$ cat config.mk
export PLATFORM = sky130hd
export DESIGN_NAME = hbws_strobe_gen
export DESIGN_NICKNAME = d
export VERILOG_FILES = /design/src/rtl/hbws_pkg.sv /design/src/rtl/hbws_cfg_sel.sv /design/src/rtl/hbws_width.sv /design/src/rtl/hbws_seq.sv /design/src/rtl/hbws_strobe_gen.sv
export SDC_FILE = /design/constraint.sdc
export NUM_CORES = 1
export LEC_CHECK = 0
export BUFFER_PORTS_ARGS = -buffer_cell sky130_fd_sc_hd__buf_2
export CAP_MARGIN = 20
export CELL_PAD_IN_SITES_DETAIL_PLACEMENT = 0
export CELL_PAD_IN_SITES_GLOBAL_PLACEMENT = 2
export CORE_AREA = 2 2 92 94
export DETAILED_ROUTE_END_ITERATION = 7
export DIE_AREA = 0 0 94 96
export PLACE_DENSITY = 0.9
export SLEW_MARGIN = 20
export SYNTH_ARGS = -nofsm -noshare
export SYNTH_HDL_FRONTEND = slang
export SYNTH_SLANG_ARGS = --single-unit
$ cat constraint.sdc
create_clock -name clk -period 3 [get_ports clk]
set_input_delay 0.15 -clock clk [delete_from_list [all_inputs] [get_ports clk]]
set_output_delay 0.15 -clock clk [all_outputs]
set_load 0.05 [all_outputs]
$ cat src/rtl/hbws_pkg.sv
package hbws_pkg;
  typedef enum logic [1:0] {
    ST_IDLE = 2'd0,
    ST_ADDR = 2'd1,
    ST_STB  = 2'd2,
    ST_DONE = 2'd3
  } hb_state_e;

  localparam logic [1:0] MODE_NONMUX = 2'd1;
endpackage

$ cat src/rtl/hbws_cfg_sel.sv
module hbws_cfg_sel #(
  parameter int NUM_CS  = 4,
  parameter int WS_BITS = 2,
  localparam int CS_W   = $clog2(NUM_CS)
) (
  input  logic [CS_W-1:0]           req_cs,
  input  logic                      sel_cfg_en,
  input  logic [1:0]                glb_mode,
  input  logic [WS_BITS-1:0]        glb_rd_ws,
  input  logic [WS_BITS-1:0]        glb_wr_ws,
  input  logic                      glb_rd_trim,
  input  logic                      glb_wr_trim,
  input  logic [2*NUM_CS-1:0]       sel_mode,
  input  logic [WS_BITS*NUM_CS-1:0] sel_rd_ws,
  input  logic [WS_BITS*NUM_CS-1:0] sel_wr_ws,
  input  logic [NUM_CS-1:0]         sel_rd_trim,
  input  logic [NUM_CS-1:0]         sel_wr_trim,
  output logic [1:0]                eff_mode,
  output logic [WS_BITS-1:0]        eff_rd_ws,
  output logic [WS_BITS-1:0]        eff_wr_ws,
  output logic                      eff_rd_trim,
  output logic                      eff_wr_trim
);
  logic [1:0]         mode_a [NUM_CS];
  logic [WS_BITS-1:0] rd_ws_a [NUM_CS];
  logic [WS_BITS-1:0] wr_ws_a [NUM_CS];

  for (genvar gi = 0; gi < NUM_CS; gi++) begin : g_slot
    assign mode_a[gi]  = sel_mode[gi*2 +: 2];
    assign rd_ws_a[gi] = sel_rd_ws[gi*WS_BITS +: WS_BITS];
    assign wr_ws_a[gi] = sel_wr_ws[gi*WS_BITS +: WS_BITS];
  end

  always_comb begin
    if (sel_cfg_en) begin
      eff_mode    = mode_a[req_cs];
      eff_rd_ws   = rd_ws_a[req_cs];
      eff_wr_ws   = wr_ws_a[req_cs];
      eff_rd_trim = sel_rd_trim[req_cs];
      eff_wr_trim = sel_wr_trim[req_cs];
    end else begin
      eff_mode    = glb_mode;
      eff_rd_ws   = glb_rd_ws;
      eff_wr_ws   = glb_wr_ws;
      eff_rd_trim = glb_rd_trim;
      eff_wr_trim = glb_wr_trim;
    end
  end
endmodule

$ cat src/rtl/hbws_width.sv
module hbws_width #(
  parameter int WS_BITS = 2,
  localparam int MAX_LEN = 2 << WS_BITS,
  localparam int CNT_W   = $clog2(MAX_LEN + 1)
) (
  input  logic               we,
  input  logic               burst,
  input  logic [WS_BITS-1:0] rd_ws,
  input  logic [WS_BITS-1:0] wr_ws,
  input  logic               rd_trim,
  input  logic               wr_trim,
  output logic [CNT_W-1:0]   len
);
  logic [WS_BITS-1:0] ws;
  logic               trim;
  logic [CNT_W-1:0]   steps;

  always_comb begin
    ws    = we ? wr_ws : rd_ws;
    trim  = we ? wr_trim : rd_trim;
    steps = {{(CNT_W-WS_BITS){1'b0}}, ws} + CNT_W'(1);
    if (burst) len = CNT_W'(2);
    else       len = (steps << 1) - {{(CNT_W-1){1'b0}}, trim};
  end
endmodule

$ cat src/rtl/hbws_seq.sv
module hbws_seq
  import hbws_pkg::*;
#(
  parameter int CNT_W = 4
) (
  input  logic             clk,
  input  logic             rst_n,
  input  logic             start,
  input  logic [CNT_W-1:0] len,
  output hb_state_e        state,
  output logic             cap_en
);
  hb_state_e        state_d;
  logic [CNT_W-1:0] cnt_q, cnt_d;
  logic             cnt_en;

  assign cap_en = (state == ST_STB) && (cnt_q == '0);

  always_comb begin
    state_d = state;
    cnt_d   = cnt_q;
    cnt_en  = 1'b0;
    case (state)
      ST_IDLE: if (start) begin
        state_d = ST_ADDR;
        cnt_d   = len - CNT_W'(1);
        cnt_en  = 1'b1;
      end
      ST_ADDR: state_d = ST_STB;
      ST_STB: begin
        if (cnt_q == '0) state_d = ST_DONE;
        else begin
          cnt_d  = cnt_q - CNT_W'(1);
          cnt_en = 1'b1;
        end
      end
      default: state_d = ST_IDLE;
    endcase
  end

  always_ff @(posedge clk or negedge rst_n) begin
    if (!rst_n) begin
      state <= ST_IDLE;
      cnt_q <= '0;
    end else begin
      state <= state_d;
      if (cnt_en) cnt_q <= cnt_d;
    end
  end
endmodule

$ cat src/rtl/hbws_strobe_gen.sv
module hbws_strobe_gen
  import hbws_pkg::*;
#(
  parameter int NUM_CS  = 4,
  parameter int AW      = 16,
  parameter int DW      = 8,
  parameter int WS_BITS = 2,
  localparam int CS_W    = $clog2(NUM_CS),
  localparam int MAX_LEN = 2 << WS_BITS,
  localparam int CNT_W   = $clog2(MAX_LEN + 1)
) (
  input  logic                      clk,
  input  logic                      rst_n,
  input  logic                      req_valid,
  input  logic                      req_we,
  input  logic [CS_W-1:0]           req_cs,
  input  logic [AW-1:0]             req_addr,
  input  logic [DW-1:0]             req_wdata,
  output logic                      busy,
  output logic                      done,
  output logic [DW-1:0]             rdata,
  input  logic [1:0]                glb_mode,
  input  logic [WS_BITS-1:0]        glb_rd_ws,
  input  logic [WS_BITS-1:0]        glb_wr_ws,
  input  logic                      glb_rd_trim,
  input  logic                      glb_wr_trim,
  input  logic                      burst_en,
  input  logic                      stb_pol_high,
  input  logic                      sel_cfg_en,
  input  logic [2*NUM_CS-1:0]       sel_mode,
  input  logic [WS_BITS*NUM_CS-1:0] sel_rd_ws,
  input  logic [WS_BITS*NUM_CS-1:0] sel_wr_ws,
  input  logic [NUM_CS-1:0]         sel_rd_trim,
  input  logic [NUM_CS-1:0]         sel_wr_trim,
  output logic [NUM_CS-1:0]         hb_cs_n,
  output logic [AW-1:0]             hb_addr,
  output logic [DW-1:0]             hb_dout,
  output logic                      hb_oe,
  input  logic [DW-1:0]             hb_din,
  output logic                      hb_rd_stb,
  output logic                      hb_wr_stb
);
  logic [1:0]         eff_mode;
  logic [WS_BITS-1:0] eff_rd_ws, eff_wr_ws;
  logic               eff_rd_trim, eff_wr_trim;
  logic [CNT_W-1:0]   len;
  hb_state_e          state;
  logic               cap_en, start, cs_active, stb_on;
  logic               we_q;
  logic [CS_W-1:0]    cs_q;
  logic [AW-1:0]      addr_q;
  logic [DW-1:0]      wdata_q, rdata_q;

  hbws_cfg_sel #(.NUM_CS(NUM_CS), .WS_BITS(WS_BITS)) u_cfg (
    .req_cs(req_cs), .sel_cfg_en(sel_cfg_en),
    .glb_mode(glb_mode), .glb_rd_ws(glb_rd_ws), .glb_wr_ws(glb_wr_ws),
    .glb_rd_trim(glb_rd_trim), .glb_wr_trim(glb_wr_trim),
    .sel_mode(sel_mode), .sel_rd_ws(sel_rd_ws), .sel_wr_ws(sel_wr_ws),
    .sel_rd_trim(sel_rd_trim), .sel_wr_trim(sel_wr_trim),
    .eff_mode(eff_mode), .eff_rd_ws(eff_rd_ws), .eff_wr_ws(eff_wr_ws),
    .eff_rd_trim(eff_rd_trim), .eff_wr_trim(eff_wr_trim)
  );

  hbws_width #(.WS_BITS(WS_BITS)) u_width (
    .we(req_we), .burst(burst_en),
    .rd_ws(eff_rd_ws), .wr_ws(eff_wr_ws),
    .rd_trim(eff_rd_trim), .wr_trim(eff_wr_trim),
    .len(len)
  );

  assign start = req_valid && (state == ST_IDLE) && (eff_mode == MODE_NONMUX);

  hbws_seq #(.CNT_W(CNT_W)) u_seq (
    .clk(clk), .rst_n(rst_n), .start(start), .len(len),
    .state(state), .cap_en(cap_en)
  );

  always_ff @(posedge clk or negedge rst_n) begin
    if (!rst_n) begin
      we_q    <= 1'b0;
      cs_q    <= '0;
      addr_q  <= '0;
      wdata_q <= '0;
    end else if (start) begin
      we_q    <= req_we;
      cs_q    <= req_cs;
      addr_q  <= req_addr;
      wdata_q <= req_wdata;
    end
  end

  always_ff @(posedge clk or negedge rst_n) begin
    if (!rst_n)                rdata_q <= '0;
    else if (cap_en && !we_q)  rdata_q <= hb_din;
  end

  assign cs_active = (state == ST_ADDR) || (state == ST_STB);
  assign stb_on    = (state == ST_STB);

  for (genvar gi = 0; gi < NUM_CS; gi++) begin : g_cs
    assign hb_cs_n[gi] = !(cs_active && (cs_q == CS_W'(gi)));
  end

  assign hb_addr   = addr_q;
  assign hb_dout   = wdata_q;
  assign hb_oe     = cs_active && we_q;
  assign hb_rd_stb = (stb_on && !we_q) ~^ stb_pol_high;
  assign hb_wr_stb = (stb_on && we_q) ~^ stb_pol_high;
  assign busy      = (state != ST_IDLE);
  assign done      = (state == ST_DONE);
  assign rdata     = rdata_q;
endmodule

==> results.json, run 1 <==
{
  "status": "complete, but fails checks",
  "violations": "negative hold slack",
  "syn_area_per_cell_um2": 13.3,
  "viasPerCell": 4.57,
  "dp_hpwl_mm": 4.19,
  "ant_nets": 0,
  "ir_worst_vdd_mv": 0.552,
  "drive_gt1_share_pct": 62.1,
  "setup_slack_ns": 0.619,
  "synth.area.mux_share_pct": 29.0,
  "finalSetupTns_ns": 0,
  "drt_wl_total_mm": 5.32,
  "startpoint_type": "input pin",
  "ys_ff_latch": 41,
  "cts-root-buf": "clkbuf_8",
  "cts_tree": "yes",
  "syn_inst": 170,
  "start_util_pct": 28.1,
  "p_leak_uw": 0.00147,
  "pre_cts_ws_ns": 0.321,
  "synth_top_family_by_area": "multiplexers",
  "yosys.area_share.simple_pct": 8.13,
  "p_per_area_nw_per_um2": 1140,
  "r2r_setup_slack_ns": 1.02,
  "routedWlPerCell_um": 13.5,
  "setup_viol": 0,
  "final_common_cell": "buf_2",
  "fin_nets": 379,
  "h-tree-depth": 2,
  "crit_type": "input pin to register",
  "syn_nets": 259,
  "drt_iter0_drc": 47,
  "clock_latency_ns": 0.29,
  "die_x_um": 94,
  "tightest_slew_ns": 0.918,
  "cts_resized": 0,
  "clkSlewWorstSetupHoldPaths_ns": 0.07,
  "synth_edf_count": 0,
  "hp-class": "input pin to async pin",
  "cts_setup_buffers": 0,
  "yosysWarnings": 0,
  "rows": 33,
  "yosys.area_share.adder_pct": 4.42,
  "fp.dieH_um": 96,
  "synth_xor_area_share_pct": 1.94,
  "dieArea_um2": 9020,
  "drc": 0,
  "final_hold_viol_count": 4,
  "cts_buffer_depth": 2,
  "grt_pass1_wl_mm": 8.68,
  "cp-end-kind": "register",
  "hold_ws_ns": -0.00778,
  "clock-sinks": 41,
  "n_antenna_cell": 0,
  "ys.flop_type": "dfrtp_1",
  "fin_util_pct": 37.5,
  "io_pins": 122,
  "ys_seq_area_share_pct": 45.4,
  "maxCapViolCount": 0,
  "async_flop_share_pct": 100,
  "fmax_ghz": 0.420,
  "relSlewSlack_pct": 38.8,
  "place.gp.congestion": 0.766,
  "port_buffers": 121,
  "rsz0062_at_grt": "false",
  "crit_arrival_ns": 2.56,
  "fin_skew_ns": 0.00588,
  "cts_buffers": 5,
  "grt_pass1_vias": 1886,
  "gr-total-overflow": 0,
  "synthToLayoutAreaGrowth_pct": 33.4,
  "ctsHoldBuffers": 0,
  "p_total_uw": 3440,
  "firstDrtPassIters": 4,
  "min_period_over_period_pct": 79.4,
  "netlist_area_um2": 2260,
  "period_minus_slack_ns": 2.38,
  "core_area_um2": 8050,
  "nFillCells": 810,
  "final_cell_mix": "buf_2, dfrtp_1, mux2_2",
  "antenna_found_initial": 0,
  "gr-usage-all-layers_pct": 12.2,
  "dr_total_vias": 1804,
  "cp.required_ns": 3.18,
  "worstPathMaxFanout": 7,
  "final_max_slew_viol_count": 0,
  "grt_max_degree": 42,
  "synthDistinctLibCells": 38,
  "synth_compound_area_share_pct": 6.91
}
final timing paths:
path | end | start | cells after the start
setup reg to reg | u_seq.cnt_q[0] | u_seq.state[0] | 6
hold / removal | u_seq.cnt_q[3] | rst_n | 1
max in group asynchronous | we_q | rst_n | 1
setup / recovery | u_seq.cnt_q[3] | req_cs[0] | 10
min in group clk | hb_addr[12] | req_addr[12] | 2
hold reg to reg | rdata[4] | rdata[4] | 1
per-stage QoR:
step,std cells,hold WS [ns],cell area [um2]
3_5_place_dp,388,0.359,2930
5_1_grt,395,0.0764,3020
6_report,395,-0.00778,3020
3_3_place_gp,388,0.345,2930
2_1_floorplan,170,-0.146,2260
4_1_cts,395,0.0381,3020
synthesized netlist by cell type (4+ instances only):
cell type,number,area [um2]
nor2b_1,6,37.5
buf_6,5,56.3
ha_1,8,100
nand2_1,9,33.8
inv_1,6,22.5
mux2_2,40,450
mux4_2,6,135
dfrtp_1,41,1030
a211oi_1,4,30.0
nor2_1,4,15.0
metal layers:
layer  GRT usage (%)  vias to the layer above  routed length, um
li1                -                      860                  -
met1            14.9                      875               2270
met2            21.0                       65               2650
met3            3.52                        4                351
met4            3.50                        0                 50
met5               0                        -                  0
layout make-up:
type / count / area (um2) / area share (%)
flip-flops and latches: 41 / 1030 / 34.0
well taps: 105 / 131 / 4.36
clock inverters: 1 / 7.51 / 0.249
multi-input cells: 115 / 1140 / 37.8
inverters: 6 / 22.5 / 0.747
clock buffers: 6 / 82.6 / 2.74
repair buffers: 121 / 606 / 20.1
flip-flops by register name, indices dropped and copies added, names as in the netlist:
name / flops
we_q: 1
rdata: 8
u_seq.cnt_q: 4
u_seq.state: 2
cs_q: 2
hb_dout: 8
hb_addr: 16
where the power goes:
| group | switching, uW | total, uW | internal (uW) |
|---|---|---|---|
| registers | 155 | 984 | 829 |
| logic | 1440 | 2080 | 638 |
| clock network | 189 | 371 | 182 |
| total | 1790 | 3440 | 1650 |
kinds of logic (layout without fill, tap and decap cells):
family	after synthesis	after routing
multiplexers	51	51
XOR/XNOR	5	5
AO/OA/AOI/OAI	18	18
flip-flops	41	41
adder cells (fa/ha/maj)	8	8
buffers and inverters	14	134
AND/OR/NAND/NOR	33	33
worst max-delay path, stage by stage:
cell	delay [ns]
buf_2	0.21
mux4_2	0.54
mux2i_1	0.21
a21oi_1	0.14
ha_1	0.25
nor4b_1	0.16
a211oi_1	0.37
o311ai_4	0.16
xnor2_1	0.15
a31o_1	0.21
(Power assumes the default switching activity.)
==> run 2, diff against run 1 <==
--- a/config.mk
+++ b/config.mk
@@ -5,14 +5,15 @@
 export SDC_FILE = /design/constraint.sdc
 export NUM_CORES = 1
 export LEC_CHECK = 0
+export ABC_AREA = 1
 export BUFFER_PORTS_ARGS = -buffer_cell sky130_fd_sc_hd__buf_2
 export CAP_MARGIN = 20
 export CELL_PAD_IN_SITES_DETAIL_PLACEMENT = 0
 export CELL_PAD_IN_SITES_GLOBAL_PLACEMENT = 2
-export CORE_AREA = 2 2 92 94
+export CORE_AREA = 2 2 99 101
 export DETAILED_ROUTE_END_ITERATION = 7
-export DIE_AREA = 0 0 94 96
-export PLACE_DENSITY = 0.9
+export DIE_AREA = 0 0 101 103
+export PLACE_DENSITY = 0.85
 export SLEW_MARGIN = 20
 export SYNTH_ARGS = -nofsm -noshare
 export SYNTH_HDL_FRONTEND = slang
==> constraint.sdc (replaced) <==
create_clock -name clk -period 2.31 [get_ports clk]
set_input_delay 0.1155 -clock clk [delete_from_list [all_inputs] [get_ports clk]]
set_output_delay 0.1155 -clock clk [all_outputs]
set_load 0.05 [all_outputs]
==> run 2 against run 1 <==
Net effect: the flow now finishes without violations; cell area up 3.7%; critical endpoint is now hb_rd_stb; sequential share of layout area down 1.2 points; core utilization down 4.4 points; global-route usage down 1.6 points; total power up 34%.
==> results.json, run 2 <==
{
  "firstDrtPassIters": 4,
  "synth_edf_count": 0,
  "fin_skew_ns": 0.00851,
  "startpoint_type": "register",
  "hold_depth": 2,
  "cts_tree": "yes",
  "maxCapViolCount": 0,
  "crit_type": "register to output port",
  "setup_viol": 0,
  "final_hold_viol_count": 0,
  "cts-root-buf": "clkbuf_8",
  "dieArea_um2": 10400,
  "p_leak_uw": 0.00171,
  "synthToLayoutAreaGrowth_pct": 37.1,
  "n_antenna_cell": 0,
  "syn_area_per_cell_um2": 9.87,
  "yosysWarnings": 0,
  "syn_inst": 231,
  "cp.required_ns": 2.19,
  "cts_buffers": 5,
  "final_max_slew_viol_count": 0,
  "port_buffers": 121,
  "largest_reg_flops": 16,
  "ys.flop_type": "dfrtp_1",
  "netlist_area_um2": 2280,
  "drive_gt1_share_pct": 47.8,
  "drt_iter0_drc": 66,
  "yosysMostFrequentCell": "nand2_1",
  "rsz0062_at_grt": "false",
  "status": "complete, no violations",
  "dp_hpwl_mm": 4.41,
  "pre_cts_ws_ns": -0.0700,
  "r2r_cells": 6,
  "relSlewSlack_pct": 41.5,
  "core_area_um2": 9460,
  "ir_worst_vdd_mv": 0.386,
  "rows": 36,
  "p_per_area_nw_per_um2": 1470,
  "place.gp.congestion": 0.799,
  "p_total_uw": 4610,
  "drt_wl_total_mm": 5.60,
  "yosysTopAreaCellShare_pct": 45.0,
  "final_common_cell": "buf_2",
  "h-tree-depth": 2,
  "synthDistinctLibCells": 25,
  "ant_nets": 0,
  "viasPerCell": 4.23,
  "grt_max_degree": 42,
  "crit_arrival_ns": 1.86,
  "routedWlPerCell_um": 11.8,
  "r2r_setup_slack_ns": 0.42,
  "min_period_over_period_pct": 85.6,
  "synth_commonest_cells": "nand2_1, dfrtp_1, mux2_4",
  "antenna_found_initial": 0,
  "yosys.area.top_type": "dfrtp_1",
  "setup_slack_ns": 0.332,
  "r2r-end": "rdata[7]",
  "dr_total_vias": 2006,
  "clkSlewWorstSetupHoldPaths_ns": 0.08,
  "grt_pass1_vias": 2005,
  "gr-usage-all-layers_pct": 10.6,
  "clock-sinks": 41,
  "syn_nets": 320,
  "fp.dieH_um": 103,
  "hp-start": "hb_din[3]",
  "hp-class": "input pin to register",
  "holdPathEnd": "rdata[3]",
  "gr-total-overflow": 0,
  "crit-reg2reg-launch": "u_seq.state[0]",
  "final_cell_mix": "buf_2, nand2_1, dfrtp_1",
  "worstPathMaxFanout": 9,
  "period_minus_slack_ns": 1.98,
  "cts_buffer_depth": 2,
  "async_flop_share_pct": 100,
  "synthTopCellsByArea": "dfrtp_1, mux2_4, nand2_1",
  "grt_pass1_wl_mm": 8.82,
  "finalSetupTns_ns": 0,
  "fin_nets": 449,
  "die_x_um": 101,
  "ys_seq_area_share_pct": 45.0,
  "cp-end-kind": "output port",
  "ys_ff_latch": 41,
  "start_util_pct": 24.1,
  "io_pins": 122,
  "fmax_ghz": 0.506,
  "tightest_slew_ns": 0.878,
  "drc": 0,
  "clock_latency_ns": 0.29
}
## run 2: changes by cell type after synthesis, moves of 3 or more
cell      before  now
o21ai_0        3   21
mux2i_1        3    0
o22ai_1        0    5
nor2_1         4   22
mux2_4         1   24
mux2_2        40    8
inv_1          6   18
mux4_2         6    0
a211oi_1       4    0
nand2_1        9   49
nand3_1        2   15
nor2b_1        6    0
## run 2: worst max path at each step
stage | startpoint | endpoint | cells past startpoint
2_1_floorplan | req_cs[0] | u_seq.cnt_q[3] | 16
3_3_place_gp | req_cs[0] | u_seq.cnt_q[3] | 16
3_5_place_dp | req_cs[0] | u_seq.cnt_q[3] | 16
4_1_cts | req_cs[0] | u_seq.cnt_q[3] | 16
5_1_grt | req_cs[1] | u_seq.cnt_q[3] | 16
6_report | u_seq.state[0] | hb_rd_stb | 6
## run 2: timing repair
| action | CTS | global route |
|---|---|---|
| hold buffers | 1 | 0 |
| resized for setup | 0 | 1 |
| endpoints found under the hold margin | 41 | 0 |
| setup endpoints to repair | 0 | 1 |
| buffers inserted | 0 | 0 |
## run 2: cells by family (layout without fill, tap and decap cells)
| group | after synthesis | after routing | synth area share, % |
|---|---|---|---|
| and+or+nand+nor | 90 | 90 | 16.2 |
| muxes | 32 | 32 | 19.7 |
| AOI/OAI and AO/OA | 31 | 31 | 7.62 |
| buffers and inverters | 26 | 155 | 5.87 |
| DFF | 41 | 41 | 45.0 |
| xor gates and xnor gates | 3 | 3 | 1.15 |
| adders and majority gates | 8 | 8 | 4.39 |
## run 2: area by class of cell
type,instances,area [um2]
multi-input combinational,164,1130
timing repair buffer,129,668
fill,1010,6330
inverter,19,71.3
tap,114,143
clock buffer,6,82.6
sequential,41,1030
clock inverter,1,7.51
## run 2: power breakdown
group	internal, uW	total [uW]	leakage (uW)	switching, uW
logic	890	2840	0.00118	1950
clock network	236	469	0.0000433	233
registers	1090	1300	0.000491	215
total	2210	4610	0.00171	2400
## run 2: stage by stage
step / instance area, um2 / hold slack [ns] / cells / util, %
after floorplan: 2280 / -0.180 / 231 / -
after global placement: 3020 / 0.293 / 466 / 31.9
after detailed placement: 3020 / 0.298 / 466 / 31.9
after CTS: 3120 / 0.0438 / 474 / 33.0
after global routing: 3130 / 0.0416 / 474 / 33.1
final: 3130 / 0.0534 / 474 / 33.1
## run 2: routing by layer
metal	share of wire, %	wire length, um	track usage, %
met2	44	2480	17.6
met5	0	0	0
met3	6.1	342	1.83
met1	48	2680	13.7
met4	1.7	96	4.05
## run 2: critical path, stage by stage (launching register included)
cell and delay (ns):
dfrtp_1 0.42, inv_1 0.09, ha_1 0.33, inv_1 0.13
nor2_1 0.18, xnor2_1 0.14, buf_2 0.28
==> run 3, diff against run 2 <==
==> constraint.sdc (replaced) <==
create_clock -name clk -period 2.1 [get_ports clk]
set_input_delay 0.105 -clock clk [delete_from_list [all_inputs] [get_ports clk]]
set_output_delay 0.105 -clock clk [all_outputs]
set_load 0.05 [all_outputs]
==> run 3 against run 2 <==
Net effect: sequential power rose by 10%; total power up 11%; core utilization up 0.81 points; critical path type is now input pin to register; clock skew decreased by 0.0046 ns; setup slack worse by 0.15 ns; sequential share of layout area decreased by 0.78 points; first-iteration DRC count is 4.5% lower; highest routed layer unchanged; non-clock buffer count grew 8; die area unchanged; final cell count rose by 1.9%; combinational power grew 12%; cell area up 2.4%; largest power group unchanged.
==> results.json, run 3 (same netlist as run 2, synthesis figures left out) <==
{
  "status": "complete, no violations",
  "cts-root-buf": "clkbuf_8",
  "clkSlewWorstSetupHoldPaths_ns": 0.08,
  "core_area_um2": 9460,
  "fin_util_pct": 33.9,
  "start_util_pct": 24.1,
  "timing.critical_path.buf_inv": 4,
  "p_per_area_nw_per_um2": 1600,
  "drt_iter0_drc": 63,
  "dp_hpwl_mm": 4.60,
  "final_max_slew_viol_count": 0,
  "worst_path_max_delay_cell": "o22ai_1",
  "final_hold_viol_count": 0,
  "cp.required_ns": 2.29,
  "place.gp.congestion": 0.789,
  "r2r_setup_slack_ns": 0.24,
  "setup_slack_ns": 0.184,
  "relSlewSlack_pct": 39.1,
  "dr_total_vias": 2068,
  "viasPerCell": 4.28,
  "grt_pass1_vias": 2069,
  "p_leak_uw": 0.00175,
  "hp-class": "input pin to register",
  "cp_cell_sequence": "buf_4 > inv_4 > buf_4 > nor2_1 > o22ai_1 > o21ai_0 > o22ai_1 > ha_4 > or2_2 > nand3_1 > nand2_1 > nor2_1 > nand3_1 > inv_1 > nand2_1 > nand3_1 > nand2_1",
  "gr-usage-all-layers_pct": 10.9,
  "h-tree-depth": 2,
  "gr-total-overflow": 0,
  "grt_pass1_wl_mm": 9.13,
  "routedWlPerCell_um": 12.0,
  "ant_nets": 0,
  "final_common_cell": "buf_2",
  "cts_buffers": 5,
  "finalSetupTns_ns": 0,
  "drc": 0,
  "drt_wl_total_mm": 5.82,
  "fp.dieH_um": 103,
  "min_period_over_period_pct": 91.2,
  "crit_arrival_ns": 2.10,
  "cp-end-kind": "register",
  "cp_slowest_stage_delay_ns": 0.30,
  "io_pins": 122,
  "antenna_found_initial": 0,
  "fmax_ghz": 0.522,
  "ir_worst_vdd_mv": 0.444,
  "n_antenna_cell": 0,
  "final_cell_mix": "buf_2, nand2_1, dfrtp_1",
  "pre_cts_ws_ns": -0.130,
  "clock-sinks": 41,
  "port_buffers": 121,
  "dieArea_um2": 10400,
  "grt_max_degree": 42,
  "worstPathMaxFanout": 8,
  "cts_tree": "yes",
  "clock_latency_ns": 0.29,
  "synthToLayoutAreaGrowth_pct": 40.4,
  "rows": 36,
  "setup_viol": 0,
  "drive_gt1_share_pct": 49.3,
  "period_minus_slack_ns": 1.92,
  "crit_family": "simple AND/OR/NAND/NOR gates",
  "crit_type": "input pin to register",
  "startpoint_type": "input pin",
  "firstDrtPassIters": 4,
  "largest_reg_flops": 16,
  "hold_ws_ns": 0.0418,
  "maxCapViolCount": 0,
  "fin_nets": 457,
  "cts_buffer_depth": 2,
  "tightest_slew_ns": 0.914,
  "fin_skew_ns": 0.00387,
  "die_x_um": 101
}
run 3: final timing paths:
check	from	to	depth (start not counted)
max	req_cs[0]	u_seq.cnt_q[3]	17
min	req_addr[1]	hb_addr[1]	2
max reg2reg	u_seq.state[0]	hb_addr[10]	7
min reg2reg	rdata[0]	rdata[0]	1
max in group asynchronous	rst_n	hb_addr[0]	2
min in group asynchronous	rst_n	hb_dout[7]	2
run 3: metrics by stage:
stage | total power (uW) | std cells | instance area, um2
2_1_floorplan | 3880 | 231 | 2280
3_3_place_gp | 4590 | 473 | 3070
3_5_place_dp | 4630 | 473 | 3070
4_1_cts | 5200 | 482 | 3180
5_1_grt | 5500 | 483 | 3200
6_report | 5140 | 483 | 3200
run 3: layer usage:
metal	track usage (%)	routed length, um	vias up	share of wire, %
met4	3.43	65	0	1.1
li1	-	-	1038	-
met3	1.69	346	5	5.9
met1	14.2	2760	944	47
met5	0	0	-	0
met2	18.6	2640	81	45
run 3: final cells by class:
type	instances	area, um2
clock buffers	6	82.6
clock inverters	2	13.8
fillers	1007	6260
inverters	19	73.8
multi-input cells	164	1130
flip-flops and latches	41	1030
well taps	114	143
repair buffers	137	731
run 3: power by group:
| part | switching (uW) | internal [uW] |
|---|---|---|
| Clock | 271 | 266 |
| Combinational | 2160 | 1010 |
| Sequential | 237 | 1190 |
run 3: repair_timing:
item	in CTS	in global routing
setup endpoints to repair	0	2
buffers inserted	0	1
resized for setup	0	6
hold buffers	1	0
endpoints found under the hold margin	41	0
